### config.mk
export PLATFORM = sky130hd
export DESIGN_NAME = selftest_unlock_reg
export DESIGN_NICKNAME = d
export VERILOG_FILES = /design/src/rtl/selftest_unlock_pkg.sv /design/src/rtl/stu_rst_sync.sv /design/src/rtl/stu_key_tracker.sv /design/src/rtl/stu_mode_flag.sv /design/src/rtl/selftest_unlock_reg.sv
export SDC_FILE = /design/constraint.sdc
export NUM_CORES = 1
export LEC_CHECK = 0
export BUFFER_PORTS_ARGS = -buffer_cell sky130_fd_sc_hd__buf_2
export CAP_MARGIN = 20
export CORE_AREA = 2 2 39 41
export DETAILED_ROUTE_END_ITERATION = 8
export DIE_AREA = 0 0 41 43
export PLACE_DENSITY = 0.59
export SYNTH_ARGS = -nofsm -noshare
export SYNTH_HDL_FRONTEND = slang
export SYNTH_SLANG_ARGS = --single-unit
### constraint.sdc
create_clock -name clk -period 0.8 [get_ports clk]
set_input_delay 0.12 -clock clk [delete_from_list [all_inputs] [get_ports clk]]
set_output_delay 0.12 -clock clk [all_outputs]
set_load 0.02 [all_outputs]
### src/rtl/selftest_unlock_pkg.sv
package selftest_unlock_pkg;
  localparam int unsigned DATA_W = 8;
  localparam logic [DATA_W-1:0] KEY_B0 = 8'hA7;
  localparam logic [DATA_W-1:0] KEY_B1 = 8'h58;
  localparam logic [DATA_W-1:0] KEY_B2 = 8'h01;

  typedef enum logic [1:0] {
    TRK_IDLE = 2'd0,
    TRK_ONE  = 2'd1,
    TRK_TWO  = 2'd2
  } trk_state_e;
endpackage

### src/rtl/stu_rst_sync.sv
module stu_rst_sync #(
  parameter int unsigned STAGES = 2
) (
  input  logic clk,
  input  logic rst_n,
  output logic rst_n_sync
);
  logic [STAGES-1:0] sync_q;

  always_ff @(posedge clk or negedge rst_n) begin
    if (!rst_n) sync_q <= '0;
    else        sync_q <= {sync_q[STAGES-2:0], 1'b1};
  end

  assign rst_n_sync = sync_q[STAGES-1];
endmodule

### src/rtl/stu_key_tracker.sv
module stu_key_tracker
  import selftest_unlock_pkg::*;
(
  input  logic              clk,
  input  logic              rst_n,
  input  logic              i_hit,
  input  logic [DATA_W-1:0] i_wdata,
  input  logic              i_in_reset_mode,
  output logic              o_done
);
  trk_state_e state_q, state_d;
  logic       done_d;

  always_comb begin
    state_d = state_q;
    done_d  = 1'b0;
    if (i_hit) begin
      if (!i_in_reset_mode) begin
        state_d = TRK_IDLE;
      end else begin
        unique case (state_q)
          TRK_IDLE: state_d = (i_wdata == KEY_B0) ? TRK_ONE : TRK_IDLE;
          TRK_ONE:  state_d = (i_wdata == KEY_B1) ? TRK_TWO :
                              (i_wdata == KEY_B0) ? TRK_ONE : TRK_IDLE;
          TRK_TWO: begin
            if (i_wdata == KEY_B2) begin
              done_d  = 1'b1;
              state_d = TRK_IDLE;
            end else begin
              state_d = (i_wdata == KEY_B0) ? TRK_ONE : TRK_IDLE;
            end
          end
          default: state_d = TRK_IDLE;
        endcase
      end
    end
  end

  always_ff @(posedge clk or negedge rst_n) begin
    if (!rst_n)     state_q <= TRK_IDLE;
    else if (i_hit) state_q <= state_d;
  end

  assign o_done = done_d;

  assert_idle_outside_reset_mode_R3: assert property (@(posedge clk) disable iff (!rst_n)
    (i_hit && !i_in_reset_mode) |=> (state_q == TRK_IDLE));
  assert_no_done_outside_reset_mode_R3: assert property (@(posedge clk) disable iff (!rst_n)
    !i_in_reset_mode |-> !o_done);
  assert_other_addr_holds_tracker_R9: assert property (@(posedge clk) disable iff (!rst_n)
    !i_hit |=> $stable(state_q));
  assert_a7_restarts_R4: assert property (@(posedge clk) disable iff (!rst_n)
    (i_hit && i_in_reset_mode && i_wdata == KEY_B0) |=> (state_q == TRK_ONE));
endmodule

### src/rtl/stu_mode_flag.sv
module stu_mode_flag (
  input  logic clk,
  input  logic rst_n,
  input  logic i_set,
  input  logic i_exit,
  output logic o_flag
);
  logic flag_q, flag_d, flag_en;

  always_comb begin
    flag_en = i_exit | i_set;
    flag_d  = i_exit ? 1'b0 : 1'b1;
  end

  always_ff @(posedge clk or negedge rst_n) begin
    if (!rst_n)       flag_q <= 1'b0;
    else if (flag_en) flag_q <= flag_d;
  end

  assign o_flag = flag_q;

  assert_exit_clears_R7: assert property (@(posedge clk) disable iff (!rst_n)
    i_exit |=> !o_flag);
  assert_flag_sticky_R8: assert property (@(posedge clk) disable iff (!rst_n)
    (o_flag && !i_exit) |=> o_flag);
  assert_rise_needs_set_R2: assert property (@(posedge clk) disable iff (!rst_n)
    $rose(o_flag) |-> $past(i_set));
endmodule

### src/rtl/selftest_unlock_reg.sv
module selftest_unlock_reg
  import selftest_unlock_pkg::*;
#(
  parameter int unsigned ADDR_W   = 4,
  parameter logic [ADDR_W-1:0] REG_ADDR = 4'h4,
  parameter int unsigned SYNC_STAGES = 2
) (
  input  logic              clk,
  input  logic              rst_n,
  input  logic              i_wr,
  input  logic [ADDR_W-1:0] i_addr,
  input  logic [7:0]        i_wdata,
  input  logic              i_opmode_bit,
  input  logic              i_exit,
  output logic [7:0]        o_rdata,
  output logic              o_selftest
);
  localparam int unsigned PAD_W = DATA_W - 1;

  logic rst_n_int;
  logic hit;
  logic key_done;
  logic flag;

  stu_rst_sync #(.STAGES(SYNC_STAGES)) u_rst (
    .clk        (clk),
    .rst_n      (rst_n),
    .rst_n_sync (rst_n_int)
  );

  assign hit = i_wr && (i_addr == REG_ADDR);

  stu_key_tracker u_trk (
    .clk             (clk),
    .rst_n           (rst_n_int),
    .i_hit           (hit),
    .i_wdata         (i_wdata),
    .i_in_reset_mode (~i_opmode_bit),
    .o_done          (key_done)
  );

  stu_mode_flag u_flag (
    .clk    (clk),
    .rst_n  (rst_n_int),
    .i_set  (key_done),
    .i_exit (i_exit),
    .o_flag (flag)
  );

  assign o_rdata    = {{PAD_W{1'b0}}, flag};
  assign o_selftest = flag;

  assert_lone_01_no_set_R5: assert property (@(posedge clk) disable iff (!rst_n_int)
    (hit && i_wdata == KEY_B2 && !key_done && !o_selftest) |=> !o_selftest);
  assert_busy_mode_no_rise_R3: assert property (@(posedge clk) disable iff (!rst_n_int)
    (hit && i_opmode_bit && !o_selftest) |=> !o_selftest);
  assert_rdata_tracks_flag_R6: assert property (@(posedge clk) disable iff (!rst_n_int)
    o_rdata[0] == o_selftest);
endmodule

; Word-level counts from Yosys, hierarchy flattened
; Index checks and enable logic that the tools add are counted.
[word_totals]
register_bits = 5
wordCells = 22
input_bits = 17
[op_classes]
n_eq_ne = 6
reduce_logical = 2
n_bitwise = 1
muxes = 10
[op_table]
columns = cell, n
row1 = "equality test 8 x 1 -> 1 bit, second input constant", 1
row2 = "equality test 8 x 7 -> 1 bit, second input constant", 1
row3 = "equality test 8 bit, second input constant", 1
row4 = two-way mux 1 bit, 6
row5 = two-way mux 2 bit, 3
row6 = case mux 2 bit (3 select lines), 1
row7 = "equality test 4 x 3 -> 1 bit, second input constant", 1
row8 = "equality test 2 x 1 -> 1 bit, second input constant", 1
row9 = "equality test 2 bit, second input constant", 1
row10 = logical NOT 2 bit, 1
row11 = logical AND 1 bit, 1
row12 = OR 1 bit, 1

; Depth between registers and ports, before layout
; Gate-level depths: netlist of run 1.
[depth]
ltp_word = 6
depth_mapped = 3
mapped_depth_nobuf = 3

; Cells and area by module
; A second synthesis of run 1 with hierarchy kept.
[hier_totals]
hier_cells = 31
area_unflattened_um2 = 296.5
[modules_own_cells]
columns = mod, instances, cells_each, area_per_inst_um2, seq_area_each_um2
row1 = stu_key_tracker, 1, 14, 126.4, 50.0
row2 = selftest_unlock_reg, 1, 12, 81.3, 0.0
row3 = stu_rst_sync, 1, 3, 53.8, 50.0
row4 = stu_mode_flag, 1, 2, 35.0, 25.0

; Worst setup path before layout of run 1
; Ideal clock, no wire load.
[synth_path]
path_type = input to register
from = input port i_addr[1]
to = register u_trk.state_q[0]
setup_time_ns = 0.125
cell_stages = 3
setup_slack_ns = -0.408
t_arrival_ns = 1.083
required_ns = 0.675
path_cell_list = or3_2 nor2_1 mux2_2
[synth_via]
elab_chain_cells = 2
[synth_lines]
columns = item, line_no
row1 = start: declaration, selftest_unlock_reg.sv:11  ; input logic [ADDR_W-1:0] i_addr,
row2 = equality test 4 x 3 -> 1 bit, selftest_unlock_reg.sv:31  ; assign hit = i_wr && (i_addr == REG_ADDR);
row3 = logical AND 1 bit, selftest_unlock_reg.sv:31
row4 = end signal: assignment, stu_key_tracker.sv:41  ; else if (i_hit) state_q <= state_d;
row5 = end: declaration, stu_key_tracker.sv:11  ; trk_state_e state_q, state_d;
; No other way between the ends.
; A chain may end at the register's enable or synchronous reset.

; Worst setup path in the final report of run 1
[layout_path]
from = register u_trk.state_q[1]
to = register u_trk.state_q[1]
[layout_via]
elab_chain_cells = 3
word_cells_on_any_way = 5
[layout_lines]
columns = item, line_no
row1 = equality test 2 bit (tied with other cells), stu_key_tracker.sv:21  ; unique case (state_q)
row2 = case mux 2 bit (3 select lines) *, stu_key_tracker.sv:21
row3 = two-way mux 2 bit *, stu_key_tracker.sv:18  ; if (!i_in_reset_mode) begin
; Mark *: on every way between the ends. The rest lies on a longest branch, timed or not.

==> flow_summary_export.csv, run 1 <==
group,metric,value,unit
run_status,status,"finished, violations left",
run_status,violations,"negative setup slack",
floorplanning,ios,26,
synth,synth_seq_area_share,35.3,%
final_layout,nets,77,
setup_path,r2r_cells,3,
final_layout,flow.area_growth_from_synthesis,51.9,%
grt,grt_use_met3,6.28,%
synth,synth_area_leaders,"dfrtp_1 (35%), buf_4 (17%), nand4b_4 (6.7%), mux2_2 (6.4%), o41ai_2 (4.6%)",
sta,setup_viol,5,
clock_tree,cts_root_buf,"clkbuf_4",
placement,dp_hpwl,562,µm
grt,grt_util_all_layers,10.5,%
routing,via_count,303,
setup_path,startpoint_type,"register",
sta,maxSlewViolCount,0,
routing,drc,0,
floorplanning,die_area,0.00176,mm²
power_and_ir_drop,p_leak,0.291,nW
sta,period_share,153,%
routing,wirelength,702,µm
floorplanning,die_width,41,µm
synth,syn_inst,33,
setup_path,crit_required,990,ps
setup_path,cp-startpoint,"u_trk.state_q[1]",
final_layout,final-seq-area,125,µm²
setup_path,cp-end-kind,"register",
placement,portBuffers,18,
placement,gp_congestion,0.645,
sta,hold_viol,0,
setup_path,crit_type,"reg -> reg",
placement,place_inst,69,
floorplanning,rows,14,
grt,grt_pass1_wl,1.20,mm
clock_tree,cts_buffers,3,
synth,netlist_area,354,µm²
final_layout,diodes,0,
grt,overflow,0,
sta,worst_hold_slack,32.5,ps
grt,gr-usage-met2,16.9,%
routing,antenna_left,0,
grt,antenna_found_initial,0,
setup_path,r2r-start,"u_trk.state_q[1]",
min_path,hp-class,"reg -> async",
power_and_ir_drop,finalPower,671,µW
final_layout,fillerInstances,147,
grt,first_global_vias,308,
synth,ys_seq_elements,5,
synth,synth_top_cell_area_share,35.3,%
sta,fin_skew,5.40,ps
setup_path,path_cells,"or4bb_1, nor3_2, mux2_4",
routing,drt_iter0_drc,3,
grt,grt_use_met1,10.6,%
setup_path,crit_arrival,1410,ps
synth,synth_top_area_cell,"dfrtp_1",
floorplanning,core_area,0.00138,mm²
final_layout,fin_cells,75,
synth,ys_warn_count,0,
grt,grt-busiest-layer,"met2",
floorplanning,die_y,43,µm
clock_tree,clock_latency,250,ps
final_layout,drive_gt1_share,62.7,%
power_and_ir_drop,power_density,1250,mW/mm²
floorplanning,start_util,25.6,%
power_and_ir_drop,ir_drop,657,µV
clock_tree,htree_levels,1,
sta,rsz0062_at_grt,"true",
clock_tree,cts_tree,"yes",
sta,period_needed,1230,ps
routing,dr.pass1.iters,2,
clock_tree,clk_pin_slew_worst_paths,50,ps
clock_tree,numClockSinks,5,
routing,vias_per_cell,4.04,
final_layout,multi_input_area,213,µm²
sta,worst_slack,-427,ps
sta,max_freq,815,MHz
routing,wl_per_cell,9.36,µm
grt,grt_max_degree,5,
setup_path,critPathSlowestCell,"or4bb_1",
setup_path,cp_max_fo,2,
setup_path,slowest_delay,510,ps
synth,ys_types,18,
synth,syn_area_per_cell,10.7,µm²
run,maxCapViolations,0,
clock_tree,ctsLongestPathBuffers,2,
==> critical path, delay by kind of cell (launching register included) <==
kind | cells | cell delay, ps
and+or+nand+nor | 2 | 640
DFF | 1 | 370
muxes | 1 | 160
==> repair_timing <==
item | CTS | global route
setup endpoints to repair | 5 | 5
buffers inserted | 1 | 1
pin swaps | 0 | 1
gates resized for setup | 6 | 4
endpoints found under the hold margin | 2 | 0
hold buffers | 1 | 0
==> final cells by class <==
| cell class | instances | share of cell area, % |
|---|---|---|
| clock buffer | 4 | 4.88 |
| tap | 16 | 3.72 |
| multi-input combinational | 26 | 39.5 |
| sequential | 5 | 23.3 |
| timing repair buffer | 24 | 28.6 |
==> cell families (layout without fill, tap and decap cells) <==
group                  count (synthesis)  in the layout  share of synthesized area [%]
AOI/OAI and AO/OA                      1              1                           4.59
muxes                                  2              2                           6.36
buffers and inverters                  8             28                           17.0
and+or+nand+nor                       15             15                           34.6
DFF                                    5              5                           35.3
other                                  2              8                           2.12
==> power by group <==
part / leakage (nW) / internal, mW / switching, mW
logic: 0.211 / 0.0508 / 0.0592
clock network: 0.0150 / 0.189 / 0.109
registers: 0.0652 / 0.259 / 0.00341
==> per-stage QoR <==
step / setup slack [ps] / cell area, µm² / TNS [ps] / utilization (%)
3_3_place_gp: -453 / 463 / -1290 / 33.5
4_1_cts: -439 / 528 / -1390 / 38.2
2_1_floorplan: -380 / 383 / -956 / -
5_1_grt: -470 / 538 / -1510 / 38.9
3_5_place_dp: -513 / 463 / -1360 / 33.5
6_report: -427 / 538 / -1330 / 38.9
==> placed cells by master (no fill, tap or decap) <==
| master | synthesis | layout |
|---|---|---|
| nor3_2 | 0 | 1 |
| buf_4 | 8 | 4 |
| and4_1 | 1 | 1 |
| or3_4 | 0 | 1 |
| clkbuf_1 | 0 | 1 |
| buf_6 | 0 | 3 |
| conb_1 | 2 | 8 |
| nand2b_1 | 1 | 1 |
| or4_4 | 1 | 1 |
| and2b_2 | 1 | 1 |
| dlygate4sd3_1 | 0 | 1 |
| o41ai_2 | 1 | 1 |
| nand2_1 | 2 | 1 |
| clkbuf_4 | 0 | 3 |
| and4_2 | 1 | 1 |
| nand3b_1 | 1 | 1 |
| nand4b_4 | 1 | 1 |
| mux2_4 | 0 | 2 |
| buf_2 | 0 | 16 |
| nor2_2 | 0 | 1 |
| nor3b_1 | 1 | 1 |
| dfrtp_1 | 5 | 5 |
| nor2_1 | 2 | 1 |
| or4bb_1 | 1 | 1 |
| nand2_2 | 0 | 1 |
==> synth_stat cells <==
cell type and n:
buf_4 8, dfrtp_1 5, conb_1 2, mux2_2 2
nand2_1 2, nor2_1 2, and2b_2 1, and4_1 1
and4_2 1, nand2b_1 1, nand3b_1 1, nand4b_4 1
nor3_1 1, nor3b_1 1, o41ai_2 1, or3_2 1
or4_4 1, or4bb_1 1
==> worst paths after layout <==
path	slack (ps)	to
min	30	u_trk.state_q[0]
max	-430	u_trk.state_q[1]
max reg2reg	-430	u_trk.state_q[1]
min reg2reg	30	u_trk.state_q[0]
max in group asynchronous	510	u_rst.sync_q[1]
min in group clk	80	u_flag.o_flag
==> metal layers <==
metal / vias to the layer above / routed length [µm]
met5: - / 0
met4: 0 / 0
met3: 0 / 57
met2: 14 / 377
met1: 136 / 268
li1: 153 / -
==> flip-flops by register name (all words and copies together), names as in the netlist <==
| register | count |
|---|---|
| u_trk.state_q | 2 |
| u_flag.o_flag | 1 |
| u_rst.sync_q | 2 |
No activity file was read; power rests on OpenSTA's default activity.
==> run 2: changes to the inputs <==
--- a/config.mk
+++ b/config.mk
@@ -12,5 +12,7 @@
 export DIE_AREA = 0 0 41 43
-export PLACE_DENSITY = 0.59
+export PLACE_DENSITY = 0.54
+export SETUP_SLACK_MARGIN = 0.1
 export SYNTH_ARGS = -nofsm -noshare
 export SYNTH_HDL_FRONTEND = slang
+export SYNTH_HIERARCHICAL = 1
 export SYNTH_SLANG_ARGS = --single-unit
--- a/constraint.sdc
+++ b/constraint.sdc
@@ -3,2 +3,2 @@
 set_output_delay 0.12 -clock clk [all_outputs]
-set_load 0.02 [all_outputs]
+set_load 0.05 [all_outputs]
==> flow_summary_export.csv, run 2 <==
group,metric,value,unit
power_and_ir_drop,sw_frac_of_total,30.3,%
final_layout,flow.area_growth_from_synthesis,67.9,%
floorplanning,start_util,21.4,%
floorplanning,die_y,43,µm
sta,fin_skew,2.19,ps
routing,wl_met3,70,µm
final_layout,drive_gt1_share,59.3,%
sta,period_needed,1110,ps
sta,setup_viol,5,
power_and_ir_drop,finalPower,814,µW
synth,ys_seq_elements,5,
placement,portBuffers,18,
grt,grt_max_degree,4,
final_layout,fin_cells,75,
power_and_ir_drop,p_seq_share,35.9,%
placement,dp_hpwl,520,µm
sta,period_share,139,%
synth,synth_top_area_cell,"dfrtp_1",
clock_tree,clock_latency,240,ps
power_and_ir_drop,p_comb_share,28.4,%
routing,antenna_left,0,
clock_tree,numClockSinks,5,
power_and_ir_drop,p_leak,0.259,nW
final_layout,fillerInstances,153,
routing,drt-met1-wl,230,µm
synth,synth_seq_area_share,42.2,%
synth,syn_inst,31,
power_and_ir_drop,power_density,1630,mW/mm²
setup_path,rr_endpoint,"u_trk/state_q[1]",
routing,via_count,310,
floorplanning,ios,26,
setup_path,crit_arrival,1270,ps
run,maxCapViolations,0,
sta,worst_slack,-311,ps
grt,grt_pass1_wl,959,µm
sta,rsz0062_at_grt,"true",
routing,drc,0,
placement,place_inst,69,
final_layout,final_cell_mix,"buf_2 (16), conb_1 (8), buf_4 (6)",
setup_path,r2r-start,"u_trk/state_q[0]",
final_layout,diodes,0,
min_path,hp-class,"reg -> async",
routing,drt_iter0_drc,0,
synth,netlist_area,297,µm²
final_layout,nets,77,
setup_path,startpoint_type,"register",
grt,grt_util_all_layers,8.30,%
power_and_ir_drop,p_int,567,µW
synth,yosys.cell_count.top_type,"buf_4",
run_status,status,"finished, violations left",
routing,dr.pass1.iters,1,
clock_tree,cts_buffers,3,
clock_tree,htree_levels,1,
setup_path,crit_required,960,ps
routing,wl_met2,304,µm
synth,synth_area_leaders,"dfrtp_1 (42%), buf_4 (20%), nor4b_1 (5.9%), o22ai_1 (4.2%), inv_1 (3.8%)",
grt,overflow,0,
synth,synth_top_cell_area_share,42.2,%
clock_tree,ctsLongestPathBuffers,2,
setup_path,r2r_slack,-310,ps
setup_path,path_cells,"inv_2, or4_4, o22ai_2",
grt,antenna_found_initial,0,
setup_path,worstPathBufferInverterCount,1,
floorplanning,core_area,0.00138,mm²
routing,wl_per_cell,8.07,µm
routing,topRoutingLayerUsed,"met3",
floorplanning,die_width,41,µm
run_status,violations,"negative setup slack",
placement,place_ws,-339,ps
sta,maxSlewViolCount,0,
clock_tree,clk_pin_slew_worst_paths,40,ps
synth,ys_warn_count,6,
sta,max_freq,900,MHz
power_and_ir_drop,clock_power_share,35.6,%
synth,yosys_most_used_dff,"dfrtp_1",
synth,ys_types,14,
setup_path,cp-end-kind,"register",
setup_path,crit_type,"reg -> reg",
power_and_ir_drop,ir_drop,790,µV
grt,first_global_vias,267,
setup_path,r2r_cells,3,
setup_path,cp_max_fo,2,
routing,wirelength,605,µm
clock_tree,cts_tree,"yes",
synth,synth_edf_count,0,
final_layout,final_common_cell,"buf_2",
sta,hold_viol,0,
placement,gp_congestion,0.715,
floorplanning,rows,14,
power_and_ir_drop,p_sw,247,µW
routing,vias_per_cell,4.13,
setup_path,critPathSlowestCell,"or4_4",
floorplanning,die_area,0.00176,mm²
synth,syn_area_per_cell,9.57,µm²
synth,synth-async-reset-ratio,100,%
setup_path,crit_family,"simple AND/OR/NAND/NOR gates",
clock_tree,cts_root_buf,"clkbuf_4",
synth,yosys-top-cells-count,"buf_4 (8), dfrtp_1 (5), inv_1 (3)",
setup_path,slowest_delay,510,ps
run 2: changes by cell type in the layout (fill, tap and decap cells not counted), moves of 2 or more:
cell / delta
buf_4: +2
inv_2: +2
mux2_4: -2
nand3_1: +2
run 2: logic make-up after synthesis:
| logic type | share of synthesized area (%) |
|---|---|
| other cells | 2.53 |
| simple gates | 20.7 |
| buf+inv | 24.1 |
| flops | 42.2 |
| compound gates | 10.5 |
run 2: timing repair:
item / 4_1_cts / 5_1_grt
setup buffers: 1 / 1
pin swaps: 2 / 1
gates resized for setup: 7 / 3
hold endpoints to repair: 2 / 0
hold buffers: 1 / 0
endpoints found under the setup margin: 5 / 5
run 2: worst max path at each step:
stage,startpoint,endpoint,slack (ps),cells past startpoint
2_1_floorplan,u_trk/state_q[0],u_trk/state_q[1],-240,3
3_3_place_gp,i_wdata[1],u_flag/o_flag,-330,5
3_5_place_dp,i_wdata[1],u_flag/o_flag,-340,5
4_1_cts,u_trk/state_q[0],u_trk/state_q[1],-310,3
5_1_grt,u_trk/state_q[0],u_trk/state_q[1],-350,3
6_report,u_trk/state_q[0],u_trk/state_q[1],-310,3
run 2: layer usage:
metal,vias to the layer above,global-route usage (%)
li1,152,-
met1,141,9.24
met2,17,12.2
met3,0,4.71
met4,0,4.00
met5,-,0
run 2: power by group through the flow:
stage          sequential, mW  clock, mW  combinational (mW)
6_report                0.293      0.290               0.232
5_1_grt                 0.295      0.317               0.251
4_1_cts                 0.290      0.299               0.211
3_5_place_dp            0.292          0               0.194
3_3_place_gp            0.293          0               0.193
2_1_floorplan           0.289          0               0.133
run 2: layout make-up:
cell class | count | area, µm² | share of cell area [%]
clock buffer | 4 | 26.3 | 5.28
inverter | 3 | 11.3 | 2.26
multi-input combinational | 21 | 145 | 29.1
sequential | 5 | 126 | 25.4
tap | 16 | 20.0 | 4.02
timing repair buffer | 26 | 169 | 33.9
run 2: through the flow:
stage	hold slack, ps	util (%)	instance area [µm²]	TNS [ps]
floorplan	-176	-	334	-442
global placement	-92.5	30.5	422	-873
detailed placement	-90.6	30.5	422	-863
CTS	39.6	34.7	480	-818
global route	44.6	36.0	498	-1130
finish	36.2	36.0	498	-923
